`src/rtl/ctx_pkg.sv`:
```
package ctx_pkg;

   typedef enum logic [3:0] {
      CS_IDLE,
      CS_VEC_WP,
      CS_VEC_PC,
      CS_SAVE_WP,
      CS_SAVE_PC,
      CS_SAVE_ST,
      CS_LD_WP,
      CS_LD_PC,
      CS_LD_ST,
      CS_RET_FIN,
      CS_LINK
   } cs_state_t;

   // register slots whose position the sequences depend on
   localparam int unsigned SLOT_LINK = 11;
   localparam int unsigned SLOT_OWP  = 13;
   localparam int unsigned SLOT_OPC  = 14;
   localparam int unsigned SLOT_OST  = 15;

endpackage

```
`src/rtl/ctx_seq_ctrl.sv`:
```
module ctx_seq_ctrl
   import ctx_pkg::*;
(
   input  logic      clk,
   input  logic      rst_n,
   input  logic      irq_req,
   input  logic      ret_req,
   input  logic      bl_req,
   output cs_state_t state,
   output logic      take_irq,
   output logic      take_ret,
   output logic      take_bl
);

   cs_state_t nxt;

   // fixed priority, only while idle
   always_comb begin
      take_irq = (state == CS_IDLE) && irq_req;
      take_ret = (state == CS_IDLE) && !irq_req && ret_req;
      take_bl  = (state == CS_IDLE) && !irq_req && !ret_req && bl_req;
   end

   always_comb begin
      nxt = state;
      unique case (state)
         CS_IDLE: begin
            if (take_irq)      nxt = CS_VEC_WP;
            else if (take_ret) nxt = CS_LD_WP;
            else if (take_bl)  nxt = CS_LINK;
         end
         CS_VEC_WP:  nxt = CS_VEC_PC;
         CS_VEC_PC:  nxt = CS_SAVE_WP;
         CS_SAVE_WP: nxt = CS_SAVE_PC;
         CS_SAVE_PC: nxt = CS_SAVE_ST;
         CS_SAVE_ST: nxt = CS_IDLE;
         CS_LD_WP:   nxt = CS_LD_PC;
         CS_LD_PC:   nxt = CS_LD_ST;
         CS_LD_ST:   nxt = CS_RET_FIN;
         CS_RET_FIN: nxt = CS_IDLE;
         CS_LINK:    nxt = CS_IDLE;
         default:    nxt = CS_IDLE;
      endcase
   end

   always_ff @(posedge clk) begin
      if (!rst_n) state <= CS_IDLE;
      else        state <= nxt;
   end

   AST_IRQ_WINS: assert property (@(posedge clk) disable iff (!rst_n)
      (state == CS_IDLE && irq_req) |=> state == CS_VEC_WP);
   AST_RET_OVER_BL: assert property (@(posedge clk) disable iff (!rst_n)
      (state == CS_IDLE && !irq_req && ret_req && bl_req) |=> state == CS_LD_WP);
   AST_NO_DIVERT: assert property (@(posedge clk) disable iff (!rst_n)
      (state == CS_VEC_PC) |=> state == CS_SAVE_WP);

endmodule

```
`src/rtl/ctx_addr_unit.sv`:
```
module ctx_addr_unit
   import ctx_pkg::*;
#(
   parameter int unsigned AW       = 16,
   parameter int unsigned RSW      = 4,
   parameter int unsigned LVLW     = 4,
   parameter logic [15:0] VEC_BASE = 16'h0000
) (
   input  logic [AW-1:0]   wp,
   input  logic [RSW-1:0]  reg_sel,
   input  logic [LVLW-1:0] lvl,
   input  cs_state_t       state,
   output logic [AW-1:0]   reg_addr,
   output logic [AW-1:0]   mem_addr
);

   localparam int unsigned VAW = LVLW + 2;

   logic [AW-1:0] vec_addr;
   logic [RSW-1:0] slot;
   logic [AW-1:0] slot_addr;

   generate
      if (AW > VAW) begin : g_vec_wide
         assign vec_addr = VEC_BASE[AW-1:0] + {{(AW-VAW){1'b0}}, lvl, 2'b00};
      end else begin : g_vec_exact
         assign vec_addr = VEC_BASE[AW-1:0] + AW'({lvl, 2'b00});
      end
   endgenerate

   assign reg_addr  = wp + {{(AW-RSW-1){1'b0}}, reg_sel, 1'b0};

   always_comb begin
      unique case (state)
         CS_SAVE_WP, CS_LD_WP: slot = RSW'(SLOT_OWP);
         CS_SAVE_PC, CS_LD_PC: slot = RSW'(SLOT_OPC);
         CS_SAVE_ST, CS_LD_ST: slot = RSW'(SLOT_OST);
         default:              slot = RSW'(SLOT_LINK);
      endcase
   end

   assign slot_addr = wp + {{(AW-RSW-1){1'b0}}, slot, 1'b0};

   always_comb begin
      unique case (state)
         CS_VEC_WP: mem_addr = vec_addr;
         CS_VEC_PC: mem_addr = vec_addr + AW'(2);
         default:   mem_addr = slot_addr;
      endcase
   end

endmodule

```
`src/rtl/ctx_switch_seq.sv`:
```
module ctx_switch_seq
   import ctx_pkg::*;
#(
   parameter int unsigned AW       = 16,
   parameter int unsigned DW       = 16,
   parameter int unsigned NREG     = 16,
   parameter int unsigned LVLW     = 4,
   parameter logic [15:0] VEC_BASE = 16'h0000
) (
   input  logic            clk,
   input  logic            rst_n,
   input  logic            irq_req,
   input  logic [LVLW-1:0] irq_level,
   input  logic            ret_req,
   input  logic            bl_req,
   input  logic [AW-1:0]   bl_target,
   input  logic [$clog2(NREG)-1:0] reg_sel,
   output logic [AW-1:0]   reg_addr,
   output logic [AW-1:0]   wp,
   output logic [AW-1:0]   pc,
   output logic [DW-1:0]   st,
   output logic            busy,
   output logic            mem_req,
   output logic            mem_we,
   output logic [AW-1:0]   mem_addr,
   output logic [DW-1:0]   mem_wdata,
   input  logic [DW-1:0]   mem_rdata
);

   localparam int unsigned RSW = $clog2(NREG);

   initial begin
      AST_WIDTH_MATCH: assert (AW == DW)
         else $error("pointer and data widths must match");
      AST_ENOUGH_REGS: assert (NREG >= 16 && (1 << RSW) == NREG)
         else $error("register count must be a power of two of at least 16");
   end

   cs_state_t state;
   logic take_irq, take_ret, take_bl;
   logic [LVLW-1:0] lvl_q;
   logic [AW-1:0] sv_wp, sv_pc, tmp;
   logic [DW-1:0] sv_st;

   ctx_seq_ctrl u_ctrl (
      .clk      (clk),
      .rst_n    (rst_n),
      .irq_req  (irq_req),
      .ret_req  (ret_req),
      .bl_req   (bl_req),
      .state    (state),
      .take_irq (take_irq),
      .take_ret (take_ret),
      .take_bl  (take_bl)
   );

   ctx_addr_unit #(
      .AW       (AW),
      .RSW      (RSW),
      .LVLW     (LVLW),
      .VEC_BASE (VEC_BASE)
   ) u_addr (
      .wp       (wp),
      .reg_sel  (reg_sel),
      .lvl      (lvl_q),
      .state    (state),
      .reg_addr (reg_addr),
      .mem_addr (mem_addr)
   );

   assign busy = (state != CS_IDLE);

   always_comb begin
      mem_req   = 1'b0;
      mem_we    = 1'b0;
      mem_wdata = '0;
      unique case (state)
         CS_VEC_WP, CS_VEC_PC, CS_LD_WP, CS_LD_PC, CS_LD_ST: mem_req = 1'b1;
         CS_SAVE_WP: begin mem_req = 1'b1; mem_we = 1'b1; mem_wdata = sv_wp; end
         CS_SAVE_PC: begin mem_req = 1'b1; mem_we = 1'b1; mem_wdata = sv_pc; end
         CS_SAVE_ST: begin mem_req = 1'b1; mem_we = 1'b1; mem_wdata = sv_st; end
         CS_LINK:    begin mem_req = 1'b1; mem_we = 1'b1; mem_wdata = pc; end
         default: ;
      endcase
   end

   always_ff @(posedge clk) begin
      if (!rst_n) begin
         wp    <= '0;
         pc    <= '0;
         st    <= '0;
         sv_wp <= '0;
         sv_pc <= '0;
         sv_st <= '0;
         tmp   <= '0;
         lvl_q <= '0;
      end else begin
         if (take_irq) begin
            sv_wp <= wp;
            sv_pc <= pc;
            sv_st <= st;
            lvl_q <= irq_level;
         end
         if (take_bl) tmp <= bl_target;
         unique case (state)
            CS_VEC_PC:  wp  <= mem_rdata;
            CS_SAVE_WP: pc  <= mem_rdata;
            CS_LD_PC:   tmp <= mem_rdata;
            CS_LD_ST:   pc  <= mem_rdata;
            CS_RET_FIN: begin st <= mem_rdata; wp <= tmp; end
            CS_LINK:    pc  <= tmp;
            default: ;
         endcase
      end
   end

   AST_MEM_EVEN: assert property (@(posedge clk) disable iff (!rst_n)
      mem_req |-> (mem_addr[0] == 1'b0));
   AST_IDLE_QUIET: assert property (@(posedge clk) disable iff (!rst_n)
      !busy |-> !mem_req);
   AST_BUSY_AFTER_IRQ: assert property (@(posedge clk) disable iff (!rst_n)
      (!busy && irq_req) |=> busy);
   AST_LINK_SAVE: assert property (@(posedge clk) disable iff (!rst_n)
      (!busy && bl_req && !irq_req && !ret_req) |=> (mem_we && mem_wdata == $past(pc)));
   AST_LINK_WP_KEEP: assert property (@(posedge clk) disable iff (!rst_n)
      (busy && mem_we && state == CS_LINK) |=> (wp == $past(wp) && !busy));

endmodule

```
`config.mk`:
```
export PLATFORM = sky130hd
export DESIGN_NAME = ctx_switch_seq
export DESIGN_NICKNAME = d
export VERILOG_FILES = /design/src/rtl/ctx_pkg.sv /design/src/rtl/ctx_seq_ctrl.sv /design/src/rtl/ctx_addr_unit.sv /design/src/rtl/ctx_switch_seq.sv
export SDC_FILE = /design/constraint.sdc
export NUM_CORES = 1
export LEC_CHECK = 0
export CORE_AREA = 3 3 129 131
export DETAILED_ROUTE_END_ITERATION = 12
export DIE_AREA = 0 0 132 134
export DONT_BUFFER_PORTS = 1
export PLACE_DENSITY = 0.52
export SLEW_MARGIN = 0
export SYNTH_ARGS = -nofsm -noshare
export SYNTH_HDL_FRONTEND = slang
export SYNTH_SLANG_ARGS = --single-unit
```
`constraint.sdc`:
```
create_clock -name clk -period 9.4 [get_ports clk]
set_clock_uncertainty 0.2 [all_clocks]
set_input_delay 1.88 -clock clk [delete_from_list [all_inputs] [get_ports clk]]
set_output_delay 1.88 -clock clk [all_outputs]
set_load 0.02 [all_outputs]
```
### After elaboration in Yosys (flattened, before gate mapping)

Index checks and enable logic that the tools add are counted.

| word-level totals | value |
|---|---|
| register bits after elaboration | 120 |
| latch bits | 0 |
| bits in writable memories | 0 |
| bits in read-only memories | 0 |
| input port bits | 45 |
| output and inout bits | 99 |
| word-level logic and storage cells | 54 |
| memories kept | 0 |

| cells by class | value |
|---|---|
| add/subtract/negate cells | 3 |
| multiply operators | 0 |
| divide/modulo/power cells | 0 |
| order comparisons | 0 |
| eq/ne operators | 11 |
| shift-type cells | 0 |
| multiplexer cells | 13 |
| bitwise gates (word level) | 0 |
| reductions and logical operators | 18 |

Operators with widths:

| kind | count |
|---|---|
| case mux 16 bit (2 select lines) | 3 |
| case mux 16 bit (4 select lines) | 1 |
| adder 16 x 5 -> 16 bit | 2 |
| two-way mux 16 bit | 2 |
| case mux 4 bit (8 select lines) | 1 |
| == test 4 x 3 -> 1 bit, second input constant | 4 |
| == test 4 bit, second input constant | 3 |
| two-way mux 4 bit | 3 |
| case mux 3 bit (3 select lines) | 1 |
| OR reduction 9 bit | 1 |
| == test 4 x 2 -> 1 bit, second input constant | 2 |
| OR reduction 2 bit | 4 |
| adder 6 x 2 -> 7 bit, second input constant | 1 |
| nonzero test 2 bit | 3 |
| logical AND 1 bit | 5 |
| == test 4 x 1 -> 1 bit, second input constant | 1 |
| logical NOT 4 bit | 1 |
| inequality test 4 bit, second input constant | 1 |
| nonzero test 4 bit | 1 |
| OR reduction 4 bit | 1 |
| logical NOT 1 bit | 2 |
| two-way mux 1 bit | 2 |

### Depth between registers and ports, before layout

Gate-level depths: netlist of the first run.

| logic depth | value |
|---|---|
| depth in word-level cells | 8 |
| mapped depth | 10 |
| mapped depth without buffers | 8 |

### Modules after synthesis

From an unflattened synthesis of the first run, not the netlist that was laid out.

| unflattened totals | value |
|---|---|
| cell total of the unflattened synthesis | 714 |
| area, all modules | 6521.3 um2 |

Modules (own cells, without submodules):

| module | instances | cells each | area an instance (um2) | seq. area each (um2) |
|---|---|---|---|---|
| ctx_switch_seq | 1 | 551 | 5333.9 | 2322.2 |
| ctx_addr_unit | 1 | 127 | 875.8 | 0.0 |
| ctx_seq_ctrl | 1 | 36 | 311.5 | 80.1 |

### Least setup slack after synthesis of the first run

No wires, ideal clock.

| path | value |
|---|---|
| path kind | input-to-output |
| from | input reg_sel[0] |
| to | output reg_addr[13] |
| arrival time | 3337 ps |
| data required time | 7320 ps |
| setup slack | 3983 ps |
| stages on the path | 7 |
| path buffers | 0 |
| cells stage by stage | ha_1 > inv_1 > fa_1 > nor2b_1 > o31a_1 > nand4_1 > xnor2_1 |

| on the way | value |
|---|---|
| cells in the longest elaborated chain, start to end | 1 |

Ends and longest elaborated chain:

| element | line | text |
|---|---|---|
| from (decl) | ctx_switch_seq.sv:17 | `input logic [$clog2(NREG)-1:0] reg_sel,` |
| adder 16 x 5 -> 16 bit | ctx_addr_unit.sv:31 | `assign reg_addr = wp + {{(AW-RSW-1){1'b0}}, reg_sel, 1'b0};` |
| to (decl) | ctx_switch_seq.sv:18 | `output logic [AW-1:0] reg_addr,` |

No other way between the ends.

### Worst setup path in the final report of the first run

| path | value |
|---|---|
| from | register u_ctrl.state[1] |
| to | output mem_addr[5] |

| on the way | value |
|---|---|
| cells in the longest elaborated chain, start to end | 5 |
| elaborated cells on any way between the ends | 14 |
| those cells by class | add/sub (1); eq/ne (8); mux (2); reduce/logical (3) |

Ends and longest elaborated chain:

| element | line | text |
|---|---|---|
| from (decl) | ctx_seq_ctrl.sv:9 | `output cs_state_t state,` |
| from (signal assigned) | ctx_seq_ctrl.sv:48 | `else state <= nxt;` |
| == test 4 x 3 -> 1 bit (tied with other cells) | ctx_addr_unit.sv:34 | `unique case (state)` |
| OR reduction 2 bit | ctx_addr_unit.sv:34 |  |
| case mux 3 bit (3 select lines) | ctx_addr_unit.sv:34 |  |
| adder 16 x 5 -> 16 bit | ctx_addr_unit.sv:42 | `assign slot_addr = wp + {{(AW-RSW-1){1'b0}}, slot, 1'b0};` |
| case mux 16 bit (2 select lines) * | ctx_addr_unit.sv:45 | `unique case (state)` |
| to (decl) | ctx_switch_seq.sv:25 | `output logic [AW-1:0] mem_addr,` |

Every way passes the cells marked *; elsewhere a longest branch is shown, timed or not.

==> results of run 1 <==
-- flip-flops by register name (all words and copies together), names as in the netlist --
signal        cells
pc               16
st               16
sv_pc            16
sv_st            16
sv_wp            16
tmp              16
wp               16
lvl_q             4
u_ctrl.state      4
-- worst paths after layout --
kind,end
max,mem_addr[5]
min,sv_pc[6]
max reg2reg,pc[8]
min reg2reg,sv_pc[6]
-- power breakdown --
part,total [uW],switching (uW),internal [uW]
sequential,683,129,554
clock,593,223,369
combinational,317,215,102
total,1590,568,1030
-- through the flow --
step	instances	util	setup slack, ns
2_1_floorplan	763	-	3.98
3_3_place_gp	917	0.399	3.79
3_5_place_dp	917	0.399	3.73
4_1_cts	946	0.433	3.58
5_1_grt	946	0.433	3.40
6_report	946	0.433	3.58
-- cells in the final DEF, fill, tap and decap left out, types with 4 or more instances in the layout --
cell type,n
a21boi_0,68
xnor2_1,14
o211a_1,32
inv_1,8
o21ai_0,29
a22oi_1,32
clkinv_2,5
xor2_1,6
ha_1,7
dfxtp_1,120
a21oi_1,30
nand2_1,202
and2_1,4
nor2_1,11
or3_1,7
mux2i_1,32
nand4_1,5
o21ai_1,16
nand3_1,23
clkbuf_16,17
buf_4,9
-- cells by family after synthesis --
logic type,synth area share
simple gates,0.199
compound gates,0.255
flops,0.387
buf+inv,0.0584
mux,0.0516
xor+xnor,0.0282
fa+ha+maj,0.0206
-- worst max-delay path, stage by stage, from the launching register on --
cell     delay (ns)
dfxtp_1        0.85
xor2_1         0.19
or3b_2         0.51
ha_1           0.23
fa_1           0.42
a211o_1        0.35
nand2_1        0.15
nand2_1        0.07
o21ai_0        0.54
-- final cells by class --
type	count	area [um^2]	area share
clock buffer	20	457	0.0671
clock inverter	9	78.8	0.0116
inverter	10	37.5	0.00552
multi-input combinational	562	3490	0.513
sequential	120	2400	0.353
tap	216	270	0.0397
timing repair buffer	9	67.6	0.00993
-- routing by layer --
metal  routed length, um  share of wire  vias to the layer above  global-route usage
li1                    -              -                     2586                   -
met1                8650           0.43                     2617               0.289
met2                9330           0.46                      227               0.350
met3                1440          0.071                       42              0.0668
met4                 796          0.039                        0               0.105
met5                   0              0                        -                   0
==> results.sh, run 1 <==
export IMPL_status="finished, final reports clean"
export IMPL_synthFlopType="dfxtp_1"
export IMPL_r2r_start="u_ctrl.state[1]"
export IMPL_setup_viol=0
export IMPL_cts_root_buffer="clkbuf_16"
export IMPL_power_density_mw_per_mm2=234
export IMPL_synth_top_area_share=0.387
export IMPL_insertion_delay_ns=0.42
export IMPL_arrival_ns=3.74
export IMPL_boundaryPins=144
export IMPL_drt_initial_drc_count=583
export IMPL_holdBufCountCts=0
export IMPL_r2r_setup_slack_ns=6.49
export IMPL_syn_avg_cell_area_um2=8.14
export IMPL_cts_resized_gates=0
export IMPL_dr_pass1_iters=6
export IMPL_htree_levels=4
export IMPL_grt_pass1_wl_um=31200
export IMPL_die_h_um=134
export IMPL_critPathKind="reg -> out"
export IMPL_clockBufferDepth=2
export IMPL_area_growth_pct=9.53
export IMPL_num_antenna_cells=0
export IMPL_nFillCells=1565
export IMPL_grt_pass1_vias=5211
export IMPL_ys_warn_count=0
export IMPL_holdCritStartpoint="sv_pc[6]"
export IMPL_netlist_top_cells_area="dfxtp_1 39%, nand2_1 12%, a21boi_0 8.2%"
export IMPL_postPlaceCellArea_mm2=0.00627
export IMPL_tightest_slew_ns=1.11
export IMPL_worstPathRequired_ns=7.32
export IMPL_syn_inst=763
export IMPL_fin_area_mm2=0.00680
export IMPL_finalPower_uw=1590
export IMPL_hold_ws_ns=0.260
export IMPL_yosys_area_top_type="dfxtp_1"
export IMPL_slew_headroom=0.263
export IMPL_start_util=0.395
export IMPL_worstPathMaxFanout=20
export IMPL_synth_net_count=817
export IMPL_synth_area_mm2=0.00621
export IMPL_portBuffers=0
export IMPL_holdPathStages=2
export IMPL_wl_per_cell_um=21.4
export IMPL_cts_clk_slew_worst_paths_ns=0.05
export IMPL_ys_ff_latch=120
export IMPL_cp_end_kind="primary output"
export IMPL_fp_coreArea_mm2=0.0157
export IMPL_synthDistinctLibCells=52
export IMPL_drc=0
export IMPL_synthArstFlopShare=0
export IMPL_yosysSeqAreaShare=0.387
export IMPL_min_period_over_period=0.619
export IMPL_grt_overflow_total=0
export IMPL_reg2reg_depth=5
export IMPL_cts_setup_buffers=0
export IMPL_place_congestion=0.791
export IMPL_setup_tns_ns=0
export IMPL_rsz0062_at_grt="false"
export IMPL_antenna_found_initial=0
export IMPL_grt_max_degree=118
export IMPL_slew_violations=0
export IMPL_hold_path_class="reg -> reg"
export IMPL_peakVddDrop_mv=0.170
export IMPL_wl_um=20200
export IMPL_layout_nets=774
export IMPL_drive_gt1_frac=0.0699
export IMPL_critPathLaunchType="flop"
export IMPL_leakage_uw=0.00269
export IMPL_drtAntennaViolNets=0
export IMPL_track_usage=0.225
export IMPL_yosysMostFrequentCell="nand2_1"
export IMPL_cts_tree="yes"
export IMPL_routed_via_count=5472
export IMPL_startpoint="u_ctrl.state[1]"
export IMPL_cts_num_sinks=120
export IMPL_netlist_top_cells_count="202 x nand2_1, 120 x dfxtp_1, 68 x a21boi_0"
export IMPL_timing_fmax_mhz=172
export IMPL_row_count=46
export IMPL_via_per_inst=5.78
export IMPL_finalCriticalPeriod_ns=5.82
export IMPL_max_cap_violations=0
export IMPL_final_hold_viol_count=0
export IMPL_synth_edf_count=0
export IMPL_dieArea_mm2=0.0177
export IMPL_cts_made_buffers=17
export IMPL_die_w_um=132
export IMPL_dp_hpwl_um=14000
Note: power is estimated with default switching activity, not from simulation.
==> run 2, diff against run 1 <==
==> constraint.sdc (replaced) <==
create_clock -name clk -period 5.55 [get_ports clk]
set_clock_uncertainty 0.2 [all_clocks]
set_input_delay 1.11 -clock clk [delete_from_list [all_inputs] [get_ports clk]]
set_output_delay 1.11 -clock clk [all_outputs]
set_load 0.02 [all_outputs]
==> run 2 against run 1 <==
Sequential power up 68%. Sequential cell count is the same. Cell area grew 1.6%. Wire length rose by 1.9%. Critical path depth unchanged. Highest routed layer unchanged.
==> results.sh, run 2 (synthesized netlist as in run 1, its figures left out) <==
export IMPL_r2r_setup_slack_ns=2.45
export IMPL_leakage_uw=0.00274
export IMPL_max_stage_delay_ns=0.80
export IMPL_dieArea_mm2=0.0177
export IMPL_boundaryPins=144
export IMPL_setup_ws_ns=0.563
export IMPL_layout_commonest_cell="nand2_1"
export IMPL_grt_use_met3=0.0668
export IMPL_htree_levels=4
export IMPL_insertion_delay_ns=0.42
export IMPL_drt_initial_drc_count=409
export IMPL_setup_tns_ns=0
export IMPL_multi_input_area_mm2=0.00349
export IMPL_globalRoute_busiestLayer="met2"
export IMPL_final_cell_mix="202 x nand2_1, 120 x dfxtp_1, 68 x a21boi_0"
export IMPL_antenna_found_initial=0
export IMPL_layout_nets=775
export IMPL_cp_end_kind="primary output"
export IMPL_cp_cell_sequence="xor2_1 > or3b_2 > ha_1 > fa_1 > a211o_1 > nand2_1 > nand2_1 > o21ai_0"
export IMPL_arrival_ns=3.68
export IMPL_area_growth_pct=11.2
export IMPL_critPathKind="reg -> out"
export IMPL_worstPathMaxFanout=17
export IMPL_portBuffers=0
export IMPL_tightest_slew_ns=1.10
export IMPL_rsz0062_at_grt="false"
export IMPL_place_congestion=0.854
export IMPL_pre_cts_slack_ns=1.04
export IMPL_min_period_over_period=0.899
export IMPL_track_usage=0.232
export IMPL_num_antenna_cells=0
export IMPL_slew_violations=0
export IMPL_cts_num_sinks=120
export IMPL_critPathLaunchType="flop"
export IMPL_drive_gt1_frac=0.0763
export IMPL_via_per_inst=5.85
export IMPL_cts_setup_buffers=0
export IMPL_routed_via_count=5553
export IMPL_holdBufCountCts=0
export IMPL_setup_viol=0
export IMPL_status="finished, final reports clean"
export IMPL_cts_tree="yes"
export IMPL_final_hold_viol_count=0
export IMPL_dp_hpwl_um=14100
export IMPL_grt_max_degree=118
export IMPL_max_cap_violations=0
export IMPL_slew_headroom=0.260
export IMPL_wl_per_cell_um=21.7
export IMPL_grt_pass1_wl_um=32000
export IMPL_critPathMostFrequentCell="nand2_1"
export IMPL_cts_clk_slew_worst_paths_ns=0.05
export IMPL_dr_pass1_iters=5
export IMPL_row_count=46
export IMPL_finalCriticalPeriod_ns=4.99
export IMPL_seq_area_mm2=0.00240
export IMPL_cts_resized_gates=0
export IMPL_grtUsageMet2=0.376
export IMPL_die_h_um=134
export IMPL_grt_util_met1=0.301
export IMPL_power_density_mw_per_mm2=415
export IMPL_grt_overflow_total=0
export IMPL_cts_made_buffers=17
export IMPL_timing_fmax_mhz=201
export IMPL_hold_path_class="reg -> reg"
export IMPL_start_util=0.395
export IMPL_nFillCells=1565
export IMPL_peakVddDrop_mv=0.230
export IMPL_worstPathRequired_ns=4.24
export IMPL_fp_coreArea_mm2=0.0157
export IMPL_slowest_stage="dfxtp_1"
export IMPL_clockBufferDepth=2
export IMPL_drtAntennaViolNets=0
export IMPL_drc=0
export IMPL_grt_pass1_vias=5254
export IMPL_cts_root_buffer="clkbuf_16"
export IMPL_wl_um=20600
export IMPL_die_w_um=132
[run 2: changes by cell type in the layout (fill, tap and decap cells not counted), sizes merged]
| cell | previous run | this run |
|---|---|---|
| clkinv | 6 | 3 |
| bufinv | 1 | 3 |
| clkbuf | 20 | 22 |
| buf | 9 | 10 |
| clkinvlp | 2 | 3 |
| inv | 10 | 11 |
[run 2: worst max-delay path: cells and delay by family, from the launching register on]
kind,cells,cell delay (ns)
AO/OA/AOI/OAI,2,0.88
XOR/XNOR,1,0.19
adder cells (fa/ha/maj),2,0.67
flip-flops,1,0.80
AND/OR/NAND/NOR,3,0.72
[run 2: through the flow]
stage / hold slack, ns / cells / cell area (um^2) / util / power (uW)
after floorplan: 0.243 / 763 / 6210 / - / 1560
after global placement: 0.248 / 918 / 6270 / 0.399 / 1700
after detailed placement: 0.255 / 918 / 6270 / 0.399 / 1720
after CTS: 0.263 / 950 / 6910 / 0.440 / 2880
after global routing: 0.275 / 950 / 6910 / 0.440 / 2980
final: 0.261 / 950 / 6910 / 0.440 / 2870
[run 2: worst paths after layout]
| check | to | startpoint | cells after the start |
|---|---|---|---|
| worst max-delay path | mem_addr[5] | u_ctrl.state[0] | 8 |
| worst min-delay path | sv_st[1] | sv_st[1] | 2 |
| worst max register to register | pc[8] | u_ctrl.state[3] | 6 |
| worst min register to register | sv_st[1] | sv_st[1] | 2 |
[run 2: final cells by class]
type	instances	share of cell area
multi-input cells	562	0.505
flip-flops and latches	120	0.348
clock buffers	22	0.0715
well taps	216	0.0391
clock inverters	10	0.0203
repair buffers	10	0.0109
inverters	10	0.00543
[run 2: report_power, final]
part | switching, uW | internal (uW)
clock network | 400 | 766
registers | 215 | 937
logic | 373 | 175
total | 987 | 1880
[run 2: per-layer routing]
layer	part of all wire	vias up
met5	0	-
met4	0.021	0
met3	0.077	29
met2	0.48	241
met1	0.42	2696
li1	-	2587
